--- config.mk ---
export PLATFORM = sky130hd
export DESIGN_NAME = cmdq_stat
export DESIGN_NICKNAME = d
export VERILOG_FILES = /design/src/rtl/cmdq_pkg.sv /design/src/rtl/cmdq_ring.sv /design/src/rtl/cmdq_sticky.sv /design/src/rtl/cmdq_stat.sv
export SDC_FILE = /design/constraint.sdc
export NUM_CORES = 1
export LEC_CHECK = 0
export ABC_AREA = 1
export BUFFER_PORTS_ARGS = -buffer_cell sky130_fd_sc_hd__buf_2
export CAP_MARGIN = 20
export CORE_ASPECT_RATIO = 0.8
export CORE_MARGIN = 2
export CORE_UTILIZATION = 61
export DETAILED_ROUTE_END_ITERATION = 10
export GPL_TIMING_DRIVEN = 0
export PLACE_DENSITY_LB_ADDON = 0.3
export SKIP_CTS_REPAIR_TIMING = 1
export SYNTH_ARGS = -nofsm -noshare
export SYNTH_HDL_FRONTEND = slang
export SYNTH_HIERARCHICAL = 1
export SYNTH_SLANG_ARGS = --single-unit
--- constraint.sdc ---
create_clock -name clk -period 5.1 [get_ports clk]
set_input_delay 0.255 -clock clk [delete_from_list [all_inputs] [get_ports clk]]
set_output_delay 0.255 -clock clk [all_outputs]
set_load 0.01 [all_outputs]
--- src/rtl/cmdq_pkg.sv ---
package cmdq_pkg;
    localparam int FREE_W    = 12;
    localparam int POS_FB    = 24;
    localparam int POS_RP    = 25;
    localparam int POS_RDERR = 30;
    localparam int POS_OVF   = 31;
    localparam int NUM_FLAGS = 2;
    localparam int IDX_RD    = 0;
    localparam int IDX_OVF   = 1;
endpackage

--- src/rtl/cmdq_ring.sv ---
module cmdq_ring #(
    parameter int DEPTH = 16,
    parameter int W     = 40,
    localparam int PW   = (DEPTH > 1) ? $clog2(DEPTH) : 1
) (
    input  logic          clk,
    input  logic          we,
    input  logic [PW-1:0] waddr,
    input  logic [W-1:0]  wdata,
    input  logic [PW-1:0] raddr,
    output logic [W-1:0]  rdata
);
    logic [W-1:0] mem [DEPTH];

    always_ff @(posedge clk) begin
        if (we) begin
            mem[waddr] <= wdata;
        end
    end

    assign rdata = mem[raddr];
endmodule

--- src/rtl/cmdq_sticky.sv ---
module cmdq_sticky #(
    parameter int N = 2
) (
    input  logic         clk,
    input  logic         rst_n,
    input  logic [N-1:0] set_i,
    input  logic [N-1:0] clr_i,
    output logic [N-1:0] flags_o
);
    logic [N-1:0] flags_d, flags_q;

    // Setting has priority over clearing in the same cycle.
    always_comb begin
        for (int i = 0; i < N; i++) begin
            flags_d[i] = set_i[i] | (flags_q[i] & ~clr_i[i]);
        end
    end

    always_ff @(posedge clk or negedge rst_n) begin
        if (!rst_n) begin
            flags_q <= '0;
        end else begin
            flags_q <= flags_d;
        end
    end

    assign flags_o = flags_q;
endmodule

--- src/rtl/cmdq_stat.sv ---
module cmdq_stat #(
    parameter int DEPTH = 16,
    parameter int AW    = 8
) (
    input  logic          clk,
    input  logic          rst_n,
    input  logic          host_wr_en,
    input  logic [AW-1:0] host_wr_addr,
    input  logic [31:0]   host_wr_data,
    input  logic          stat_wr_en,
    input  logic [31:0]   stat_wr_data,
    output logic [31:0]   stat_rd_data,
    input  logic          rd_err_evt,
    input  logic          eng_fb_busy,
    input  logic          eng_rp_busy,
    output logic          cmd_valid,
    input  logic          cmd_ready,
    output logic [AW-1:0] cmd_addr,
    output logic [31:0]   cmd_data
);
    import cmdq_pkg::*;

    localparam int PW = (DEPTH > 1) ? $clog2(DEPTH) : 1;
    localparam int CW = $clog2(DEPTH + 1);
    localparam int EW = AW + 32;
    localparam logic [PW-1:0] LAST_IDX = PW'(DEPTH - 1);

    typedef struct packed {
        logic [PW-1:0] wr;
        logic [PW-1:0] rd;
        logic [CW-1:0] cnt;
    } qstate_t;

    qstate_t st_d, st_q;

    logic                 pop, push, drop, full;
    logic [EW-1:0]        head;
    logic [NUM_FLAGS-1:0] flag_set, flag_clr, flag_q;
    logic                 wr_unused;

    function automatic logic [PW-1:0] step_ptr(input logic [PW-1:0] p);
        return (p == LAST_IDX) ? '0 : p + 1'b1;
    endfunction

    always_comb begin
        full  = (st_q.cnt == CW'(DEPTH));
        pop   = (st_q.cnt != '0) && cmd_ready;
        push  = host_wr_en && (!full || pop);
        drop  = host_wr_en && !push;

        st_d = st_q;
        if (push) begin
            st_d.wr = step_ptr(st_q.wr);
        end
        if (pop) begin
            st_d.rd = step_ptr(st_q.rd);
        end
        case ({push, pop})
            2'b10:   st_d.cnt = st_q.cnt + 1'b1;
            2'b01:   st_d.cnt = st_q.cnt - 1'b1;
            default: st_d.cnt = st_q.cnt;
        endcase
    end

    always_ff @(posedge clk or negedge rst_n) begin
        if (!rst_n) begin
            st_q <= '0;
        end else begin
            st_q <= st_d;
        end
    end

    cmdq_ring #(.DEPTH(DEPTH), .W(EW)) u_ring (
        .clk   (clk),
        .we    (push),
        .waddr (st_q.wr),
        .wdata ({host_wr_addr, host_wr_data}),
        .raddr (st_q.rd),
        .rdata (head)
    );

    always_comb begin
        flag_set          = '0;
        flag_clr          = '0;
        flag_set[IDX_RD]  = rd_err_evt;
        flag_set[IDX_OVF] = drop;
        flag_clr[IDX_RD]  = stat_wr_en && stat_wr_data[POS_RDERR];
        flag_clr[IDX_OVF] = stat_wr_en && stat_wr_data[POS_OVF];
    end

    cmdq_sticky #(.N(NUM_FLAGS)) u_flags (
        .clk     (clk),
        .rst_n   (rst_n),
        .set_i   (flag_set),
        .clr_i   (flag_clr),
        .flags_o (flag_q)
    );

    assign wr_unused = ^stat_wr_data[29:0];

    assign cmd_valid = (st_q.cnt != '0);
    assign cmd_addr  = head[EW-1:32];
    assign cmd_data  = head[31:0];

    always_comb begin
        stat_rd_data                = '0;
        stat_rd_data[FREE_W-1:0]    = FREE_W'(DEPTH) - FREE_W'(st_q.cnt);
        stat_rd_data[POS_FB]        = eng_fb_busy;
        stat_rd_data[POS_RP]        = cmd_valid || eng_rp_busy;
        stat_rd_data[POS_RDERR]     = flag_q[IDX_RD];
        stat_rd_data[POS_OVF]       = flag_q[IDX_OVF];
    end
endmodule

==> results.py, run 1 <==
metrics = {
    "outcome": {
        "status": "finished clean",
    },
    "routing": {
        "viasPerCell": 5.578,
        "drt_iter0_drc": 2631,
        "final_antenna_net_count": 0,
        "wl_per_cell_um": 20.00,
        "vias": 20130,
        "drc": 0,
        "drt_pre_antenna_iters": 8,
        "wl_um": 72170,
    },
    "finish": {
        "area_growth_pct": 13.03,
        "final_util_pct": 70.35,
        "fill_cells": 3201,
        "stdcell_area_um2": 32350,
        "diodes": 0,
        "nets": 3041,
        "drive_gt1_share_pct": 11.55,
    },
    "critical_path": {
        "worst-path-buf-inv": 3,
        "cp.arrival_ns": 3.68,
        "rr_startpoint": "st_q[0]$_DFFE_PN0P_",
        "startpoint_type": "register",
        "worstSetupStartpoint": "st_q[0]$_DFFE_PN0P_",
        "crit_fanout": 21,
        "slowest_delay_ns": 0.77,
        "required_ns": 5.41,
        "criticalPathCategory": "register to register",
        "r2r_cells": 11,
        "critPathCaptureType": "register",
        "crit_slowest_cell": "nor2_4",
        "endpoint": "u_ring/mem[4][11]$_DFFE_PP_",
        "cp.depth": 11,
        "cp_top_family": "simple AND/OR/NAND/NOR gates",
        "timing.reg2reg.setup_slack_ns": 1.73,
        "reg2reg_to": "u_ring/mem[4][11]$_DFFE_PP_",
        "crit_chain": "inv_1, ha_1, nand2_1, nor2_1, ha_1, inv_2, nand2_4, a21oi_4, nand3b_1, nor2_4, buf_12",
        "cp_common_cell": "ha_1",
    },
    "floorplan": {
        "io_pins": 153,
        "die-width_um": 246.2,
        "die_area_um2": 48680,
        "die_h_um": 197.7,
        "start_util_pct": 62.24,
        "core_area_um2": 45980,
        "num_rows": 70,
    },
    "sta": {
        "worst_pin_slew_ns": 1.150,
        "period_share_pct": 66.04,
        "clock_skew_ns": 0.01739,
        "slew_viol_final": 0,
        "relSlewSlack_pct": 23.34,
        "rsz0062_at_grt": "false",
        "setup_viol": 0,
        "period_needed_ns": 3.368,
        "timing.fmax_mhz": 296.9,
        "hold_viol": 0,
    },
    "synthesis": {
        "synth_area_leader_cell": "edfxtp_1",
        "synth_compound_area_share_pct": 0.2142,
        "syn_avg_cell_area_um2": 10.42,
        "yosysUniqueCellTypes": 26,
        "ys_seq_area_share_pct": 68.47,
        "ys_ff_latch": 655,
        "synth_top_area_share_pct": 67.15,
        "synth_cells": 2746,
        "synth_top_family_by_area": "simple AND/OR/NAND/NOR gates",
        "synthXorXnorAreaFrac_pct": 0.2142,
        "synthTopCellsByArea": "edfxtp_1 67%, nand2_1 11%, nand3_1 8.7%",
        "syn_area_um2": 28620,
        "synthAdderAreaFrac_pct": 0.4197,
        "ys_warn_count": 6,
        "synth.area.mux_share_pct": 0,
        "synth-simple-area-share_pct": 20.61,
    },
    "grt": {
        "grt_pass1_wl_um": 107900,
        "gr-total-overflow": 0,
        "grt_use_total_pct": 29.82,
        "antenna_found_initial": 1,
        "grt_max_degree": 25,
        "grt_pass1_vias": 19060,
    },
    "clocking": {
        "clockBufferDepth": 3,
        "cts_buffers": 59,
        "clkTransAtPathRegs_ns": 0.06,
        "clock_sink_count": 655,
        "cts_tree": "yes",
        "ctsRootBufferMaster": "clkbuf_16",
        "clock_latency_ns": 0.63,
        "h-tree-depth": 2,
    },
    "place": {
        "hpwl_um": 46530,
        "placed_area_um2": 30450,
        "io_buffers": 105,
        "gp_congestion": 0.8829,
    },
    "power_and_ir_drop": {
        "power_density_nw_per_um2": 552.2,
        "swShare_pct": 38.45,
        "power.share.combinational_pct": 38.9,
        "peakVddDrop_mv": 0.3365,
        "p_leak_nw": 14.12,
        "pwr-share-clk_pct": 23.8,
        "p_seq_share_pct": 37.3,
        "p_int_mw": 10.99,
        "p_switching_mw": 6.868,
    },
    "flow_run": {
        "drv_cap": 0,
    },
    "hold_path": {
        "holdCritPathClass": "primary input to register",
        "hp-start": "stat_wr_en",
    },
}
worst register-to-register path: cells and delay by family, from the launching register on:
kind | cells | cell delay, ns
AO/OA/AOI/OAI | 1 | 0.25
adder cells (fa/ha/maj) | 2 | 0.44
buffers and inverters | 3 | 0.49
flip-flops | 1 | 0.49
AND/OR/NAND/NOR | 5 | 1.38
final cells by class:
class                   instances  area (um2)  share of cell area, %
plain buffers                 156       964.7                  2.982
clock buffers                  78        1590                  4.916
clock inverters                27       232.7                 0.7195
inverters                     509        1916                  5.922
multi-input cells            1441        6321                  19.54
flip-flops and latches        655       19590                  60.57
well taps                     612       765.7                  2.367
repair buffers                130       963.4                  2.978
power groups by stage:
stage                     clock network (mW)  logic [mW]  registers [mW]
after global routing                    4.51        7.48            6.70
after CTS                               4.30        6.83            6.66
after detailed placement                   0        6.75            6.77
after global placement                     0        6.39            6.81
final                                   4.25        6.94            6.66
after floorplan                            0        4.20            6.76
worst min path at each step:
stage | end | slack, ns | depth (start not counted)
2_1_floorplan | st_q[0]$_DFFE_PN0P_ | -0.04 | 0
3_3_place_gp | st_q[12]$_DFFE_PN0P_ | 0.18 | 1
3_5_place_dp | st_q[12]$_DFFE_PN0P_ | 0.18 | 1
4_1_cts | st_q[12]$_DFFE_PN0P_ | -0.48 | 1
5_1_grt | u_ring/mem[2][6]$_DFFE_PP_ | 0.01 | 1
6_report | u_flags/flags_o[1]$_DFF_PN0_ | 0.006 | 6
registers in the layout, indices dropped and copies added (netlist names):
| signal | count |
|---|---|
| u_ring/mem | 640 |
| u_flags/flags_o | 2 |
| st_q | 13 |
layout by cell type, fill, tap and decap left out, types with 2 or more instances in the layout:
| master | instances |
|---|---|
| conb_1 | 16 |
| ha_1 | 8 |
| inv_1 | 505 |
| inv_4 | 2 |
| dfrtp_1 | 15 |
| clkbuf_1 | 41 |
| buf_4 | 46 |
| nand2_1 | 876 |
| buf_12 | 18 |
| clkinv_2 | 12 |
| dlygate4sd3_1 | 7 |
| nand3_1 | 498 |
| nand3b_1 | 3 |
| nor2_1 | 3 |
| edfxtp_1 | 640 |
| buf_6 | 16 |
| xnor2_1 | 4 |
| buf_2 | 161 |
| buf_1 | 13 |
| clkinv_1 | 8 |
| inv_2 | 2 |
| clkinvlp_4 | 3 |
| a21oi_1 | 2 |
| bufinv_16 | 4 |
| nor2_4 | 16 |
| o21ai_0 | 7 |
| xor2_1 | 3 |
| clkbuf_16 | 61 |
logic make-up after synthesis:
family          count (synthesis)
simple gates                 1399
buf+inv                       665
flops                         655
compound gates                 10
fa+ha+maj                       9
xor+xnor                        7
other cells                     1
per-layer routing:
metal,global-route usage (%),wire (um),share of wire (%)
met1,39.68,26760,37
met5,0,0,0
met4,11.36,2784,3.9
met3,5.557,8022,11
met2,49.24,34600,48
per-stage QoR:
stage / cells / setup TNS (ns) / hold slack (ns) / setup slack, ns / total power, mW
6_report: 3608 / 0 / 0.005658 / 1.732 / 17.86
5_1_grt: 3608 / 0 / 0.01183 / 1.546 / 18.70
4_1_cts: 3601 / 0 / -0.4752 / 1.786 / 17.79
3_5_place_dp: 3496 / 0 / 0.1842 / 1.825 / 13.52
3_3_place_gp: 3478 / -148.45 / 0.1774 / -0.4204 / 13.20
2_1_floorplan: 2761 / 0 / -0.04059 / 1.415 / 10.96
cell usage after synthesis:
| cell type | n |
|---|---|
| a21oi_1 | 2 |
| a21oi_4 | 1 |
| buf_1 | 13 |
| buf_12 | 1 |
| buf_2 | 56 |
| buf_4 | 46 |
| buf_6 | 16 |
| clkbuf_1 | 24 |
| conb_1 | 1 |
| dfrtp_1 | 15 |
| edfxtp_1 | 640 |
| fa_1 | 1 |
| ha_1 | 8 |
| inv_1 | 505 |
| inv_2 | 2 |
| inv_4 | 2 |
| nand2_1 | 876 |
| nand2_2 | 1 |
| nand2_4 | 1 |
| nand3_1 | 498 |
| nand3b_1 | 3 |
| nor2_1 | 19 |
| o21ai_0 | 7 |
| or2_2 | 1 |
| xnor2_1 | 4 |
| xor2_1 | 3 |
Note: power is estimated with default switching activity, not from simulation.
==> run 2: changes to the inputs <==
clock period = 3.4 ns   (was 5.1 ns; I/O delays follow)
==> run 2 against run 1 <==
Against the previous run:
- first-iteration DRC count fell by 4.3%
- clock power rose by 57%
- count of clock-buffer cells in the layout down 3
- highest routed layer is now met5
==> results.py, run 2 (synthesis results as in run 1) <==
metrics = {
    "sta": {
        "clock_skew_ns": 0.01545,
        "period_needed_ns": 3.355,
        "fin_tns_setup_ns": 0,
        "timing.fmax_mhz": 298.1,
        "setup_slack_ns": 0.04528,
        "period_share_pct": 98.67,
        "hold_viol": 0,
        "hold_ws_ns": 0.002069,
        "slew_viol_final": 0,
        "worst_pin_slew_ns": 1.069,
        "setup_viol": 0,
        "relSlewSlack_pct": 28.74,
    },
    "critical_path": {
        "slowest_delay_ns": 0.81,
        "cp.arrival_ns": 3.66,
        "crit_fanout": 21,
        "worstSetupStartpoint": "st_q[0]$_DFFE_PN0P_",
        "cp.depth": 11,
        "crit_chain": "inv_1, ha_1, nand2_1, nor2_1, ha_1, inv_2, nand2_4, a21oi_4, nand3b_1, nor2_4, buf_12",
        "endpoint": "u_ring/mem[7][12]$_DFFE_PP_",
        "crit_slowest_cell": "nor2_4",
        "required_ns": 3.71,
        "r2r_cells": 11,
        "reg2reg_to": "u_ring/mem[7][12]$_DFFE_PP_",
        "worst-path-buf-inv": 3,
        "criticalPathCategory": "register to register",
        "cp_common_cell": "ha_1",
        "timing.reg2reg.setup_slack_ns": 0.05,
        "startpoint_type": "register",
        "rr_startpoint": "st_q[0]$_DFFE_PN0P_",
        "critPathCaptureType": "register",
        "cp_top_family": "simple AND/OR/NAND/NOR gates",
    },
    "grt": {
        "grt_max_degree": 25,
        "antenna_found_initial": 2,
        "grt_pass1_wl_um": 109100,
        "grt_use_total_pct": 30.19,
        "grt_pass1_vias": 19480,
        "gr-total-overflow": 0,
    },
    "clocking": {
        "cts_tree": "yes",
        "clock_sink_count": 655,
        "clkTransAtPathRegs_ns": 0.07,
        "cts_buffers": 61,
        "ctsRootBufferMaster": "clkbuf_16",
        "clock_latency_ns": 0.61,
        "h-tree-depth": 2,
        "clockBufferDepth": 3,
    },
    "outcome": {
        "status": "finished clean",
    },
    "floorplan": {
        "num_rows": 70,
        "die_h_um": 197.7,
        "io_pins": 153,
        "core_area_um2": 45980,
        "start_util_pct": 62.24,
        "die-width_um": 246.2,
        "die_area_um2": 48680,
    },
    "finish": {
        "nets": 3096,
        "area_growth_pct": 15.17,
        "regArea_um2": 19600,
        "drive_gt1_share_pct": 11.91,
        "diodes": 0,
        "fill_cells": 2994,
        "final_common_cell": "nand2_1",
        "final_util_pct": 71.68,
        "regMostFlops": "u_ring/mem",
        "instances_no_fill": 3669,
        "multiInputGateArea_um2": 6321,
        "largest_reg_flops": 640,
        "layout_common_cells": "876 x nand2_1, 640 x edfxtp_1, 505 x inv_1",
        "stdcell_area_um2": 32960,
    },
    "place": {
        "io_buffers": 105,
        "dp_cells": 3494,
        "placed_area_um2": 30410,
        "hpwl_um": 46730,
        "gp_congestion": 0.8829,
        "pre_cts_slack_ns": 0.1224,
    },
    "hold_path": {
        "holdCritPathClass": "primary input to async pin",
    },
    "routing": {
        "vias": 20630,
        "drt_pre_antenna_iters": 8,
        "wl_per_cell_um": 20.35,
        "drt_iter0_drc": 2519,
        "wl_um": 74650,
        "drc": 0,
        "final_antenna_net_count": 0,
        "viasPerCell": 5.623,
    },
    "flow_run": {
        "drv_cap": 0,
    },
    "power_and_ir_drop": {
        "power_density_nw_per_um2": 828.3,
        "power.total_mw": 27.30,
        "peakVddDrop_mv": 0.5468,
        "p_leak_nw": 14.43,
    },
}
==> run 2: cell types whose count changed in the layout (fill, tap and decap cells not counted), moves of 2 or more <==
cell / change
dlygate4sd3_1: +40
clkbuf_16: +2
clkinvlp_4: -3
buf_4: +13
clkbuf_1: -5
bufinv_16: +2
clkinv_1: +9
==> run 2: report_power, final <==
group	internal [mW]	switching, mW	leakage (nW)
registers	9.74	0.261	5.96
logic	3.26	7.36	7.50
clock network	3.82	2.87	0.961
total	16.8	10.5	14.4
==> run 2: how the worst min path moves through the flow <==
stage / to / startpoint / cells after the start / slack (ns)
after floorplan: st_q[0]$_DFFE_PN0P_ / rst_n / 0 / -0.13
after global placement: st_q[10]$_DFFE_PN0P_ / rst_n / 1 / 0.10
after detailed placement: u_flags/flags_o[1]$_DFF_PN0_ / rst_n / 1 / 0.10
after CTS: st_q[7]$_DFFE_PN0N_ / rst_n / 1 / -0.54
after global routing: u_flags/flags_o[1]$_DFF_PN0_ / rst_n / 2 / 0.06
final: u_flags/flags_o[1]$_DFF_PN0_ / rst_n / 2 / 0.002
==> run 2: cell type report <==
class                           instances  area share, %
Buffer                                156          2.927
Clock buffer                           75          4.920
Clock inverter                         38         0.9908
Inverter                              509          5.812
Multi-Input combinational cell       1441          19.18
Sequential cell                       655          59.45
Tap cell                              612          2.323
Timing Repair Buffer                  183          4.396
==> run 2: routing by layer <==
| metal | up-vias | share of wire, % | routed length, um | global-route usage [%] |
|---|---|---|---|---|
| met2 | 1321 | 48 | 36130 | 50.91 |
| met5 | - | 0.062 | 46 | 0 |
| met4 | 2 | 4.1 | 3063 | 12.17 |
| met3 | 263 | 11 | 8302 | 5.422 |
| met1 | 9695 | 36 | 27100 | 39.10 |
| li1 | 9349 | - | - | - |
==> run 2: worst register-to-register path: cells and delay by family (launching register included) <==
| kind | cells | cell delay, ns |
|---|---|---|
| AND/OR/NAND/NOR | 5 | 1.46 |
| buffers and inverters | 3 | 0.46 |
| adder cells (fa/ha/maj) | 2 | 0.43 |
| flip-flops | 1 | 0.43 |
| AO/OA/AOI/OAI | 1 | 0.26 |
==> run 3: changes to the inputs <==
CORE_UTILIZATION = 35   (was 61)
==> run 3 against run 2 <==
Against the previous run:
- the flow now finishes with violations (negative hold slack)
- routed wire length rose by 6.9%
- sequential power barely moved
- clock power rose by 6.7%
- cell area rose by 2.3%
==> results.py, run 3 (synthesis results as in run 1) <==
metrics = {
    "finish": {
        "drive_gt1_share_pct": 12.35,
        "nets": 3101,
        "regMostFlops": "u_ring/mem",
        "diodes": 0,
        "multiInputGateArea_um2": 6349,
        "regArea_um2": 19600,
        "final_common_cell": "nand2_1",
        "layout_common_cells": "875 x nand2_1, 640 x edfxtp_1, 503 x inv_1",
        "stdcell_area_um2": 33720,
        "fill_cells": 7714,
        "area_growth_pct": 17.82,
        "largest_reg_flops": 640,
    },
    "sta": {
        "period_share_pct": 95.79,
        "rsz0062_at_grt": "true",
        "hold_viol": 5,
        "setup_viol": 0,
        "worst_pin_slew_ns": 1.109,
        "hold_ws_ns": -0.001781,
        "slew_viol_final": 0,
        "setup_slack_ns": 0.1432,
        "fin_tns_setup_ns": 0,
        "relSlewSlack_pct": 26.08,
        "period_needed_ns": 3.257,
        "timing.fmax_mhz": 307.0,
        "clock_skew_ns": 0.01688,
    },
    "routing": {
        "drc": 0,
        "drt_iter0_drc": 1876,
        "wl_um": 79760,
        "wl_per_cell_um": 19.21,
        "viasPerCell": 4.711,
        "vias": 19560,
        "final_antenna_net_count": 0,
        "drt_pre_antenna_iters": 5,
    },
    "grt": {
        "grt_pass1_vias": 17840,
        "grt_use_total_pct": 18.69,
        "gr-total-overflow": 0,
        "antenna_found_initial": 0,
        "grt_max_degree": 24,
        "grt_pass1_wl_um": 115200,
    },
    "clocking": {
        "clockBufferDepth": 3,
        "cts_buffers": 70,
        "clock_latency_ns": 0.60,
        "h-tree-depth": 3,
        "clkTransAtPathRegs_ns": 0.06,
        "ctsRootBufferMaster": "clkbuf_16",
        "clock_sink_count": 655,
        "cts_tree": "yes",
    },
    "floorplan": {
        "num_rows": 93,
        "die_area_um2": 84080,
        "io_pins": 153,
        "start_util_pct": 35.44,
        "die-width_um": 323.7,
        "core_area_um2": 80760,
        "die_h_um": 259.8,
    },
    "place": {
        "placed_area_um2": 31050,
        "hpwl_um": 52030,
        "gp_congestion": 0.8389,
        "io_buffers": 105,
        "pre_cts_slack_ns": -0.05581,
    },
    "critical_path": {
        "critPathCaptureType": "output port",
        "crit_fanout": 10,
        "required_ns": 3.23,
        "criticalPathCategory": "register to output port",
        "cp.arrival_ns": 3.09,
        "startpoint_type": "register",
    },
    "power_and_ir_drop": {
        "peakVddDrop_mv": 0.4302,
        "p_leak_nw": 14.48,
        "power_density_nw_per_um2": 828.6,
    },
    "hold_path": {
        "holdCritPathClass": "primary input to register",
    },
    "outcome": {
        "violations": "negative hold slack",
        "status": "finished with violations",
    },
    "flow_run": {
        "drv_cap": 0,
    },
}
## run 3: area by class of cell
cell class,instances,area share [%]
Sequential cell,655,58.11
Multi-Input combinational cell,1443,18.83
Inverter,509,5.689
Clock buffer,92,5.629
Timing Repair Buffer,177,4.245
Tap cell,1092,4.052
Buffer,156,2.861
Clock inverter,29,0.5826
## run 3: path summary, 6_finish.rpt
check	to	startpoint	slack, ns	depth (start not counted)
setup / recovery	cmd_data[4]	st_q[8]$_DFFE_PN0N_	0.14	6
hold / removal	u_ring/mem[5][19]$_DFFE_PP_	host_wr_data[19]	-0.002	1
setup reg to reg	u_ring/mem[4][22]$_DFFE_PP_	st_q[0]$_DFFE_PN0P_	0.21	11
hold reg to reg	u_flags/flags_o[1]$_DFF_PN0_	u_flags/flags_o[1]$_DFF_PN0_	0.48	2
max in group asynchronous	st_q[0]$_DFFE_PN0P_	rst_n	3.08	2
min in group asynchronous	st_q[1]$_DFFE_PN0P_	rst_n	0.02	2
## run 3: per-stage QoR
| step | instances | utilization, % | power [mW] |
|---|---|---|---|
| 2_1_floorplan | 2761 | - | 16.43 |
| 3_3_place_gp | 3958 | 37.86 | 20.53 |
| 3_5_place_dp | 3976 | 38.45 | 20.79 |
| 4_1_cts | 4097 | 41.04 | 27.95 |
| 5_1_grt | 4153 | 41.75 | 29.37 |
| 6_report | 4153 | 41.75 | 27.94 |
## run 3: critical path, stage by stage, from the launching register on
cell and delay, ns:
dfrtp_1 0.41, clkbuf_1 0.68, inv_1 0.46, clkbuf_1 0.42, nand3_1 0.23, nand2_1 0.12, buf_2 0.16
## run 3: power breakdown
group | switching (mW) | leakage (nW) | internal [mW]
Combinational | 7.55 | 7.49 | 3.27
Sequential | 0.245 | 5.96 | 9.74
Clock | 3.07 | 1.03 | 4.07
## run 3: per-layer routing
| layer | GRT usage, % | part of all wire, % | vias up |
|---|---|---|---|
| met5 | 0 | 0 | - |
| met4 | 5.530 | 2.6 | 0 |
| met3 | 2.858 | 6.8 | 125 |
| met2 | 28.99 | 45 | 673 |
| met1 | 27.09 | 45 | 9421 |
| li1 | - | - | 9345 |
